===== config.mk =====
export PLATFORM = sky130hd
export DESIGN_NAME = pwm_fade_engine
export DESIGN_NICKNAME = d
export VERILOG_FILES = /design/src/rtl/pwm_fade_pkg.sv /design/src/rtl/fade_cfg_regs.sv /design/src/rtl/pwm_period_ctr.sv /design/src/rtl/fade_stepper.sv /design/src/rtl/pwm_fade_engine.sv
export SDC_FILE = /design/constraint.sdc
export NUM_CORES = 1
export LEC_CHECK = 0
export BUFFER_PORTS_ARGS = -buffer_cell sky130_fd_sc_hd__buf_2
export CAP_MARGIN = 20
export CORE_MARGIN = 1
export CORE_UTILIZATION = 55
export DETAILED_ROUTE_END_ITERATION = 7
export HOLD_SLACK_MARGIN = 0.15
export MAX_ROUTING_LAYER = met4
export PLACE_DENSITY = 0.72
export SYNTH_ARGS = -nofsm -noshare
export SYNTH_HDL_FRONTEND = slang
export SYNTH_SLANG_ARGS = --single-unit
export TNS_END_PERCENT = 100

===== constraint.sdc =====
create_clock -name clk -period 3.88 [get_ports clk]
set_clock_uncertainty 0.15 [all_clocks]
set_input_delay 0.388 -clock clk [delete_from_list [all_inputs] [get_ports clk]]
set_output_delay 0.388 -clock clk [all_outputs]
set_load 0.01 [all_outputs]

===== src/rtl/pwm_fade_pkg.sv =====
package pwm_fade_pkg;

    localparam int FLD_W     = 10;
    localparam int STEP_LSB  = 0;
    localparam int GAP_LSB   = 10;
    localparam int TOTAL_LSB = 20;
    localparam int DIR_BIT   = 30;
    localparam int START_BIT = 31;

    typedef struct packed {
        logic [FLD_W-1:0] step_amt;
        logic [FLD_W-1:0] step_gap;
        logic [FLD_W-1:0] step_total;
        logic             raise;
    } fade_cfg_t;

    localparam fade_cfg_t CFG_RESET = '{step_amt: '0, step_gap: '0, step_total: '0, raise: 1'b1};

endpackage


===== src/rtl/fade_cfg_regs.sv =====
module fade_cfg_regs
    import pwm_fade_pkg::*;
#(
    parameter int DUTY_W = 14
) (
    input  logic              clk,
    input  logic              rst_n,
    input  logic              wr_en,
    input  logic              wr_sel,
    input  logic [31:0]       wr_data,
    output fade_cfg_t         cfg_o,
    output logic              start_o,
    output logic              duty_wr_o,
    output logic [DUTY_W-1:0] duty_wdata_o
);

    typedef struct packed {
        fade_cfg_t cfg;
        logic      start;
    } cfg_state_t;

    cfg_state_t st_d, st_q;

    logic cfg_write;
    assign cfg_write = wr_en && wr_sel;

    always_comb begin
        st_d       = st_q;
        st_d.start = 1'b0;
        if (cfg_write) begin
            st_d.cfg.step_amt   = wr_data[STEP_LSB  +: FLD_W];
            st_d.cfg.step_gap   = wr_data[GAP_LSB   +: FLD_W];
            st_d.cfg.step_total = wr_data[TOTAL_LSB +: FLD_W];
            st_d.cfg.raise      = wr_data[DIR_BIT];
            st_d.start          = wr_data[START_BIT];
        end
    end

    always_ff @(posedge clk) begin
        if (!rst_n) begin
            st_q.cfg   <= CFG_RESET;
            st_q.start <= 1'b0;
        end else begin
            st_q <= st_d;
        end
    end

    assign cfg_o        = st_q.cfg;
    assign start_o      = st_q.start;
    assign duty_wr_o    = wr_en && !wr_sel;
    assign duty_wdata_o = wr_data[DUTY_W-1:0];

    // start request lasts one cycle unless a new start write arrives
    p_start_pulse_r5: assert property (@(posedge clk) disable iff (!rst_n)
        (st_q.start && !(cfg_write && wr_data[START_BIT])) |=> !st_q.start);

    // a configuration write without the start bit never arms the ramp
    p_no_start_r4: assert property (@(posedge clk) disable iff (!rst_n)
        (cfg_write && !wr_data[START_BIT]) |=> !st_q.start);

endmodule


===== src/rtl/pwm_period_ctr.sv =====
module pwm_period_ctr #(
    parameter int DUTY_W = 14
) (
    input  logic              clk,
    input  logic              rst_n,
    output logic [DUTY_W-1:0] cnt_o,
    output logic              wrap_o
);

    localparam logic [DUTY_W-1:0] CNT_MAX = {DUTY_W{1'b1}};

    logic [DUTY_W-1:0] cnt_d, cnt_q;

    always_comb begin
        cnt_d = cnt_q + 1'b1;
    end

    always_ff @(posedge clk) begin
        if (!rst_n) cnt_q <= '0;
        else        cnt_q <= cnt_d;
    end

    assign cnt_o  = cnt_q;
    assign wrap_o = (cnt_q == CNT_MAX);

    // the period restarts at zero after its last cycle
    p_wrap_r2: assert property (@(posedge clk) disable iff (!rst_n)
        wrap_o |=> (cnt_q == '0));

    // inside a period the counter advances by one each cycle
    p_advance_r2: assert property (@(posedge clk) disable iff (!rst_n)
        !wrap_o |=> (cnt_q == $past(cnt_q) + 1'b1));

endmodule


===== src/rtl/fade_stepper.sv =====
module fade_stepper
    import pwm_fade_pkg::*;
#(
    parameter int DUTY_W = 14
) (
    input  logic              clk,
    input  logic              rst_n,
    input  logic              boundary_i,
    input  logic              start_i,
    input  fade_cfg_t         cfg_i,
    input  logic              duty_wr_i,
    input  logic [DUTY_W-1:0] duty_wdata_i,
    output logic [DUTY_W-1:0] duty_act_o,
    output logic              done_o
);

    localparam int SUM_W = ((DUTY_W > FLD_W) ? DUTY_W : FLD_W) + 1;
    localparam logic [DUTY_W-1:0] DUTY_MAX = {DUTY_W{1'b1}};
    localparam logic [SUM_W-1:0]  DUTY_MAX_W = SUM_W'(DUTY_MAX);

    typedef struct packed {
        logic [DUTY_W-1:0] duty_work;
        logic [DUTY_W-1:0] duty_act;
        logic [FLD_W-1:0]  gap_cnt;
        logic [FLD_W-1:0]  gap_lim;
        logic [FLD_W-1:0]  steps_left;
        logic [FLD_W-1:0]  step_amt;
        logic              raise;
        logic              active;
        logic              done;
    } step_state_t;

    step_state_t q, d;

    logic              gap_reached;
    logic              step_fire;
    logic [SUM_W-1:0]  work_w;
    logic [SUM_W-1:0]  amt_w;
    logic [SUM_W-1:0]  sum_w;
    logic [DUTY_W-1:0] stepped;

    always_comb begin
        work_w      = SUM_W'(q.duty_work);
        amt_w       = SUM_W'(q.step_amt);
        sum_w       = work_w + amt_w;
        gap_reached = ((q.gap_cnt + 1'b1) == q.gap_lim);
        step_fire   = boundary_i && q.active && gap_reached;

        if (q.raise) begin
            stepped = (sum_w > DUTY_MAX_W) ? DUTY_MAX : sum_w[DUTY_W-1:0];
        end else begin
            stepped = (amt_w >= work_w) ? '0 : DUTY_W'(work_w - amt_w);
        end
    end

    always_comb begin
        d = q;

        if (step_fire) begin
            d.duty_work  = stepped;
            d.gap_cnt    = '0;
            d.steps_left = q.steps_left - 1'b1;
            if (q.steps_left == FLD_W'(1)) begin
                d.active = 1'b0;
                d.done   = 1'b1;
            end
        end else if (boundary_i && q.active) begin
            d.gap_cnt = q.gap_cnt + 1'b1;
        end

        if (duty_wr_i) begin
            d.duty_work = duty_wdata_i;
        end

        if (start_i) begin
            d.step_amt   = cfg_i.step_amt;
            d.gap_lim    = (cfg_i.step_gap == '0) ? FLD_W'(1) : cfg_i.step_gap;
            d.steps_left = cfg_i.step_total;
            d.raise      = cfg_i.raise;
            d.gap_cnt    = '0;
            if (cfg_i.step_total == '0) begin
                d.active = 1'b0;
                d.done   = 1'b1;
            end else begin
                d.active = 1'b1;
                d.done   = 1'b0;
            end
        end

        if (boundary_i) begin
            d.duty_act = d.duty_work;
        end
    end

    always_ff @(posedge clk) begin
        if (!rst_n) begin
            q            <= '0;
            q.gap_lim    <= FLD_W'(1);
            q.raise      <= 1'b1;
        end else begin
            q <= d;
        end
    end

    assign duty_act_o = q.duty_act;
    assign done_o     = q.done;

    // the duty in force changes only across a period boundary
    p_act_hold_r3: assert property (@(posedge clk) disable iff (!rst_n)
        !boundary_i |=> $stable(q.duty_act));

    // a rising step never lowers the duty
    p_rise_r7: assert property (@(posedge clk) disable iff (!rst_n)
        (step_fire && q.raise && !duty_wr_i && !start_i) |=> (q.duty_work >= $past(q.duty_work)));

    // a falling step never raises the duty
    p_fall_r7: assert property (@(posedge clk) disable iff (!rst_n)
        (step_fire && !q.raise && !duty_wr_i && !start_i) |=> (q.duty_work <= $past(q.duty_work)));

    // full scale stays at full scale on a rising step
    p_sat_top_r8: assert property (@(posedge clk) disable iff (!rst_n)
        (step_fire && q.raise && !duty_wr_i && (q.duty_work == DUTY_MAX)) |=> (q.duty_work == DUTY_MAX));

    // the last step completes the ramp
    p_last_step_r9: assert property (@(posedge clk) disable iff (!rst_n)
        (step_fire && (q.steps_left == FLD_W'(1)) && !start_i) |=> (q.done && !q.active));

    // a zero step count finishes at once without touching the duty
    p_zero_count_r9: assert property (@(posedge clk) disable iff (!rst_n)
        (start_i && (cfg_i.step_total == '0) && !duty_wr_i) |=> (q.done && $stable(q.duty_work)));

    // a start with steps to take clears the done flag
    p_restart_r10: assert property (@(posedge clk) disable iff (!rst_n)
        (start_i && (cfg_i.step_total != '0)) |=> !q.done);

endmodule


===== src/rtl/pwm_fade_engine.sv =====
module pwm_fade_engine
    import pwm_fade_pkg::*;
#(
    parameter int DUTY_W = 14
) (
    input  logic        clk,
    input  logic        rst_n,
    input  logic        wr_en,
    input  logic        wr_sel,
    input  logic [31:0] wr_data,
    output logic        pwm_out,
    output logic        fade_done
);

    fade_cfg_t         cfg;
    logic              start;
    logic              duty_wr;
    logic [DUTY_W-1:0] duty_wdata;
    logic [DUTY_W-1:0] cnt;
    logic              wrap;
    logic [DUTY_W-1:0] duty_act;

    fade_cfg_regs #(.DUTY_W(DUTY_W)) u_cfg (
        .clk          (clk),
        .rst_n        (rst_n),
        .wr_en        (wr_en),
        .wr_sel       (wr_sel),
        .wr_data      (wr_data),
        .cfg_o        (cfg),
        .start_o      (start),
        .duty_wr_o    (duty_wr),
        .duty_wdata_o (duty_wdata)
    );

    pwm_period_ctr #(.DUTY_W(DUTY_W)) u_ctr (
        .clk    (clk),
        .rst_n  (rst_n),
        .cnt_o  (cnt),
        .wrap_o (wrap)
    );

    fade_stepper #(.DUTY_W(DUTY_W)) u_step (
        .clk          (clk),
        .rst_n        (rst_n),
        .boundary_i   (wrap),
        .start_i      (start),
        .cfg_i        (cfg),
        .duty_wr_i    (duty_wr),
        .duty_wdata_i (duty_wdata),
        .duty_act_o   (duty_act),
        .done_o       (fade_done)
    );

    assign pwm_out = (cnt < duty_act);

    // a zero duty keeps the output low
    p_zero_low_r2: assert property (@(posedge clk) disable iff (!rst_n)
        (duty_act == '0) |-> !pwm_out);

    // the first cycle of a period is high whenever the duty is non-zero
    p_first_high_r2: assert property (@(posedge clk) disable iff (!rst_n)
        ((cnt == '0) && (duty_act != '0)) |-> pwm_out);

endmodule


# [Word-level counts from Yosys, hierarchy flattened]
# Index checks and enable logic that the tools add are counted.
# Widths: inputs -> output; s select.
[totals] regBits=117 wordCells=50
[classes] magnitude_cmp=3 n_eq_ne=3 bitwise=1 addsub=5 n_reduce_logical=12 muxes=11
[op_table] cell="$mux 14" n=5
[op_table] cell="$mux 23" n=1
[op_table] cell="$logic_not 10->1" n=2
[op_table] cell="$mux 10" n=2
[op_table] cell="$add 14x10->15" n=1
[op_table] cell="$gt 15x14->1 const B" n=1
[op_table] cell="$add 14x1->14 const B" n=1
[op_table] cell="$eq 14x14->1 const B" n=1
[op_table] cell="$ge 10x14->1" n=1
[op_table] cell="$lt 14x14->1" n=1
[op_table] cell="$sub 14x10->14" n=1
[op_table] cell="$add 10x1->10 const B" n=1
[op_table] cell="$eq 10x1->1 const B" n=1
[op_table] cell="$eq 10x10->1" n=1
[op_table] cell="$sub 10x1->10 const B" n=1
[op_table] cell="$mux 2" n=3
[op_table] cell="$logic_and 1x1->1" n=4
[op_table] cell="$reduce_and 2->1" n=2
[op_table] cell="$reduce_bool 2->1" n=2
[op_table] cell="$reduce_or 3->1" n=1
[op_table] cell="$logic_not 1->1" n=1
[op_table] cell="$not 1->1" n=1

# [Depth between registers and ports, before layout]
[depth] depth_word=6 depth_mapped=12 ltp_nobuf=12

# [Cells and area by module]
# From an unflattened synthesis, not the netlist that was laid out.
[unflattened] hier_cells=867 area_unflattened_um2=7349.5
[modules_own_cells] mod="fade_stepper" area_per_inst_um2=4958.5 instances=1 cells_each=594
[modules_own_cells] mod="fade_cfg_regs" area_per_inst_um2=1451.4 instances=1 cells_each=159
[modules_own_cells] mod="pwm_period_ctr" area_per_inst_um2=620.6 instances=1 cells_each=68
[modules_own_cells] mod="pwm_fade_engine" area_per_inst_um2=319.1 instances=1 cells_each=46

# [Worst setup path before layout]
# Ideal clock, no wire load.
[synth_timing] path_type="reg2reg" startpoint="register u_step.q (netlist bit u_step.amt_w[0])" endpoint="register u_step.q (netlist bit u_step.duty_act_o[12])" stages_incl_launch_ff=12 slack_ns=0.770 synth_period_minus_slack_ns=3.110 arrival_ns=2.885 path_cell_list="dfxtp_1 -> ha_1 -> inv_1 -> fa_1 -> or2_2 -> a221oi_2 -> o221ai_2 -> o31ai_1 -> a311oi_1 -> a2111o_1 -> a21o_1 -> a31oi_2"
[synth_via] elab_chain_cells=6 elab_cells_between_ends=9
[synth_rtl] element="start: declaration" line="fade_stepper.sv:33" source="step_state_t q, d;"
[synth_rtl] element="$add 14x10->15" line="fade_stepper.sv:45" source="sum_w = work_w + amt_w;"
[synth_rtl] element="$gt 15x14->1" line="fade_stepper.sv:50" source="stepped = (sum_w > DUTY_MAX_W) ? DUTY_MAX : sum_w[DUTY_W-1:0];"
[synth_rtl] element="$mux 14" line="fade_stepper.sv:50"
[synth_rtl] element="$mux 14 *" line="fade_stepper.sv:49" source="if (q.raise) begin"
[synth_rtl] element="$mux 14 *" line="fade_stepper.sv:59" source="if (step_fire) begin"
[synth_rtl] element="$mux 14 *" line="fade_stepper.sv:71" source="if (duty_wr_i) begin"
# Mark *: on every way between the ends. The rest lies on a longest branch, timed or not.
# A chain may end at the register's enable or synchronous reset.

# [Worst setup path in the final report]
# Same ends and word-level chain as after synthesis.

==> metrics list <==
* Clock insertion delay at the later pin of the skew report: 0.43 ns
* Leakage dissipation: 3.07 nW
* Number of antenna violations at the first check in global routing: 0
- The library cells used most frequently in the layout, excluding fill and tap cells, are dfxtp_1, nand2_1, nor2_1, a21oi_1, inv_1.
* Area of all sequential standard cells: 2340 um^2
- The min-delay analysis places its worst path in the category register to register.
* Number of resized instances in the post-cts repair step: 0
* Global-route wire length before repair: 29000 um
* Filler-free cell count of the finished design: 1048
* Post-DP HPWL: 12400 um
* Clock root buffer: clkbuf_16
- The clock passes through at most 2 buffers.
- Across all hold checks on the routed design, the worst slack comes to 0.301 ns.
* Total routed wirelength: 17900 um
- Fraction of layout instances using a drive strength above 1: 0.109
- Setup repair after global routing left no endpoint under its margin.
* Signed area change from the synthesized netlist to the final layout: 17.5%
- For this run, the leading register cell type out of synthesis is dfxtp_1.
* Sum of overflow across all layers after global routing: 0
- Final slew viol count: 0
- Setup crit end kind: register
- Total clock buffers created by CTS: 17
* Compound-cell area share of the yosys netlist: 0.204
- dfxtp_1 takes more of the synthesized area than any other cell.
- For this run, the register share of the synthesized area comes to 0.348.
- Highest attainable clock frequency: 294 MHz
* Count of mapped cells out of synthesis: 837
- Post-placement cell area: 7030 um^2
- Of the total synthesized cell area, the portion taken by XOR and XNOR cells is 0.0728.
- Synth Net Count: 912
- Initial core utilization: 0.563
- Counting flops and latches in the post-synthesis netlist gives 117.
- The count of final hold-check violations was 0.
- Sum of negative setup slack: 0 ns
- Final clock period utilization by the worst path: 0.878
- In this run the worst path has a maximum fanout of 6.
- After synthesis the cells add up to 6730 um^2.
- Required time reported for the critical path endpoint: 4.08 ns
- Syn_area_per_cell: 8.04 um^2
- The share of synthesized area in the top cell type comes to 0.348.
- Max-cap violations in this run came to 0.
- Remaining DRCs: 0
- Final antenna-violating net count: 0
- Entering global routing, the biggest net connects 45 pins.
- TritonCTS built the clock tree.
* Overall track demand over capacity in global routing: 0.304
- Counting flops with an async set or reset pin after synthesis yields a share of 0.
- Port Buffer Count: 37
- Share of synthesized cell area in full adder, half adder and majority cells: 0.0762
- Summing all multi-input logic gate instances after layout gives 4040 um^2.
* Post-synthesis share of cell area spent on and, or, nand and nor gates: 0.212
* Routed wire per std cell: 17.1 um
- Max VDD drop: 258 uV
* Count of flip-flops with a built-in enable after synthesis: 0
* Detailed-router iteration count before antenna repair: 5
- Dividing total power by cell area gives a power density of 393 nW/um^2.
- Drt via density: 5.88
- Mux share of post-synthesis cell area: 0.0327
* DR iter-0 viols: 399
* Distinct cell type count of the synthesized netlist: 73
* Kind of critical path: register to register
- The smallest clock period supported by the final layout is computed as 3.41 ns.
- The core region is 12000 um^2.
- H-tree levels: 4
- Headroom to the max-slew limit came out at 0.296.
- YS warnings: 0
- The net count of the finished layout is 965.
- Number of antenna repair diodes: 0
- After clock tree synthesis, the clock-pin slew on the worst setup and hold paths is 0.05 ns.
- The filler cells instantiated in the layout total 1023.
* Leading cell type in the layout, fill and taps excluded: dfxtp_1
* Via count of the first global-routing pass: 5834
- After routing the design area is 7910 um^2.
- After synthesis, the largest family of logic cells by area is simple AND/OR/NAND/NOR gates.
- Transition time of the tightest slew-check pin: 1.06 ns
* Horizontal die dimension: 113 um
- Num Clock Sinks: 117
- Cell types occupying the most area after synthesis: dfxtp_1, ha_1, nand2_1
- Kind of start point of the critical path: register
- Setup violations remaining at the end of the flow were counted as 0.
- The routed layout has 6163 vias.
- In this run, placement finished with an instance count of 986.
- Overall die area: 12700 um^2
* Number of rows created at floorplan: 40
- The run finished with clean final reports.
* Arrival time of the worst setup path: 3.61 ns
* Placer Congestion: 0.929
- I/O pins: 38
- Chip Height: 113 um
registers in the layout (all words and copies together) (netlist names):
signal and count:
u_cfg.cfg_o 31, u_cfg.start_o 1, u_step.amt_w 10, u_step.q 46, u_step.duty_act_o 14, u_ctr.cnt_o 14
u_step.done_o 1
Yosys cell counts, drive strengths merged, types with 10 or more instances:
library cell and count:
a21oi 72, clkbuf 34, mux2i 22, and2 11, ha 37, inv 42
dfxtp 117, a211oi 11, xor2 25, a21o 10, nand2b 11, nand3 20
xnor2 28, o21ai 37, nor3 13, nand2 105, buf 13, nand4 16
nor2 89
repair_timing:
item | in CTS | in global routing
hold buffers | 32 | 0
endpoints found under the hold margin | 38 | 0
setup buffers | 0 | 0
routing by layer:
layer	track usage	part of all wire	vias to the layer above
met5	-	0	-
met4	0.109	0.021	0
met3	0.0616	0.057	32
met2	0.486	0.47	207
met1	0.379	0.45	2898
li1	-	-	3026
critical path, stage by stage, from the launching register on:
cell	delay, ns
dfxtp_1	0.35
ha_1	0.18
inv_1	0.05
fa_1	0.39
or2_2	0.33
a221oi_2	0.29
o221ai_2	0.23
o31ai_1	0.43
a311oi_1	0.17
a2111o_1	0.40
a21o_1	0.20
a31oi_2	0.15
final cells by class:
| cell class | count | area share |
|---|---|---|
| inverters | 45 | 0.0213 |
| clock inverters | 9 | 0.0133 |
| flip-flops and latches | 117 | 0.296 |
| well taps | 147 | 0.0232 |
| clock buffers | 21 | 0.0582 |
| multi-input cells | 628 | 0.510 |
| repair buffers | 81 | 0.0778 |
worst paths after layout:
kind / slack [ns] / startpoint / endpoint / depth (start not counted)
setup / recovery: 0.47 / u_step.amt_w[0] / u_step.duty_act_o[12] / 11
hold reg to reg: 0.30 / u_step.done_o / u_step.done_o / 2
setup reg to reg: 0.47 / u_step.amt_w[0] / u_step.duty_act_o[12] / 11
hold / removal: 0.30 / u_step.done_o / u_step.done_o / 2
metrics by stage:
step,utilization,total power (W),setup WS [ns]
CTS,0.662,0.00313,0.482
floorplan,-,0.00150,0.770
global placement,0.585,0.00158,0.572
global route,0.662,0.00322,0.184
detailed placement,0.587,0.00159,0.513
finish,0.662,0.00311,0.474
logic make-up after synthesis:
family	Yosys count
simple gates	305
compound gates	207
flops	117
buf+inv	92
xor+xnor	54
fa+ha+maj	40
mux	22
power by group:
part / leakage, nW / internal [W] / switching [W]
logic: 1.85 / 0.000145 / 0.000186
clock network: 0.267 / 0.000965 / 0.000551
registers: 0.950 / 0.00123 / 0.0000288
(Power assumes the default switching activity.)
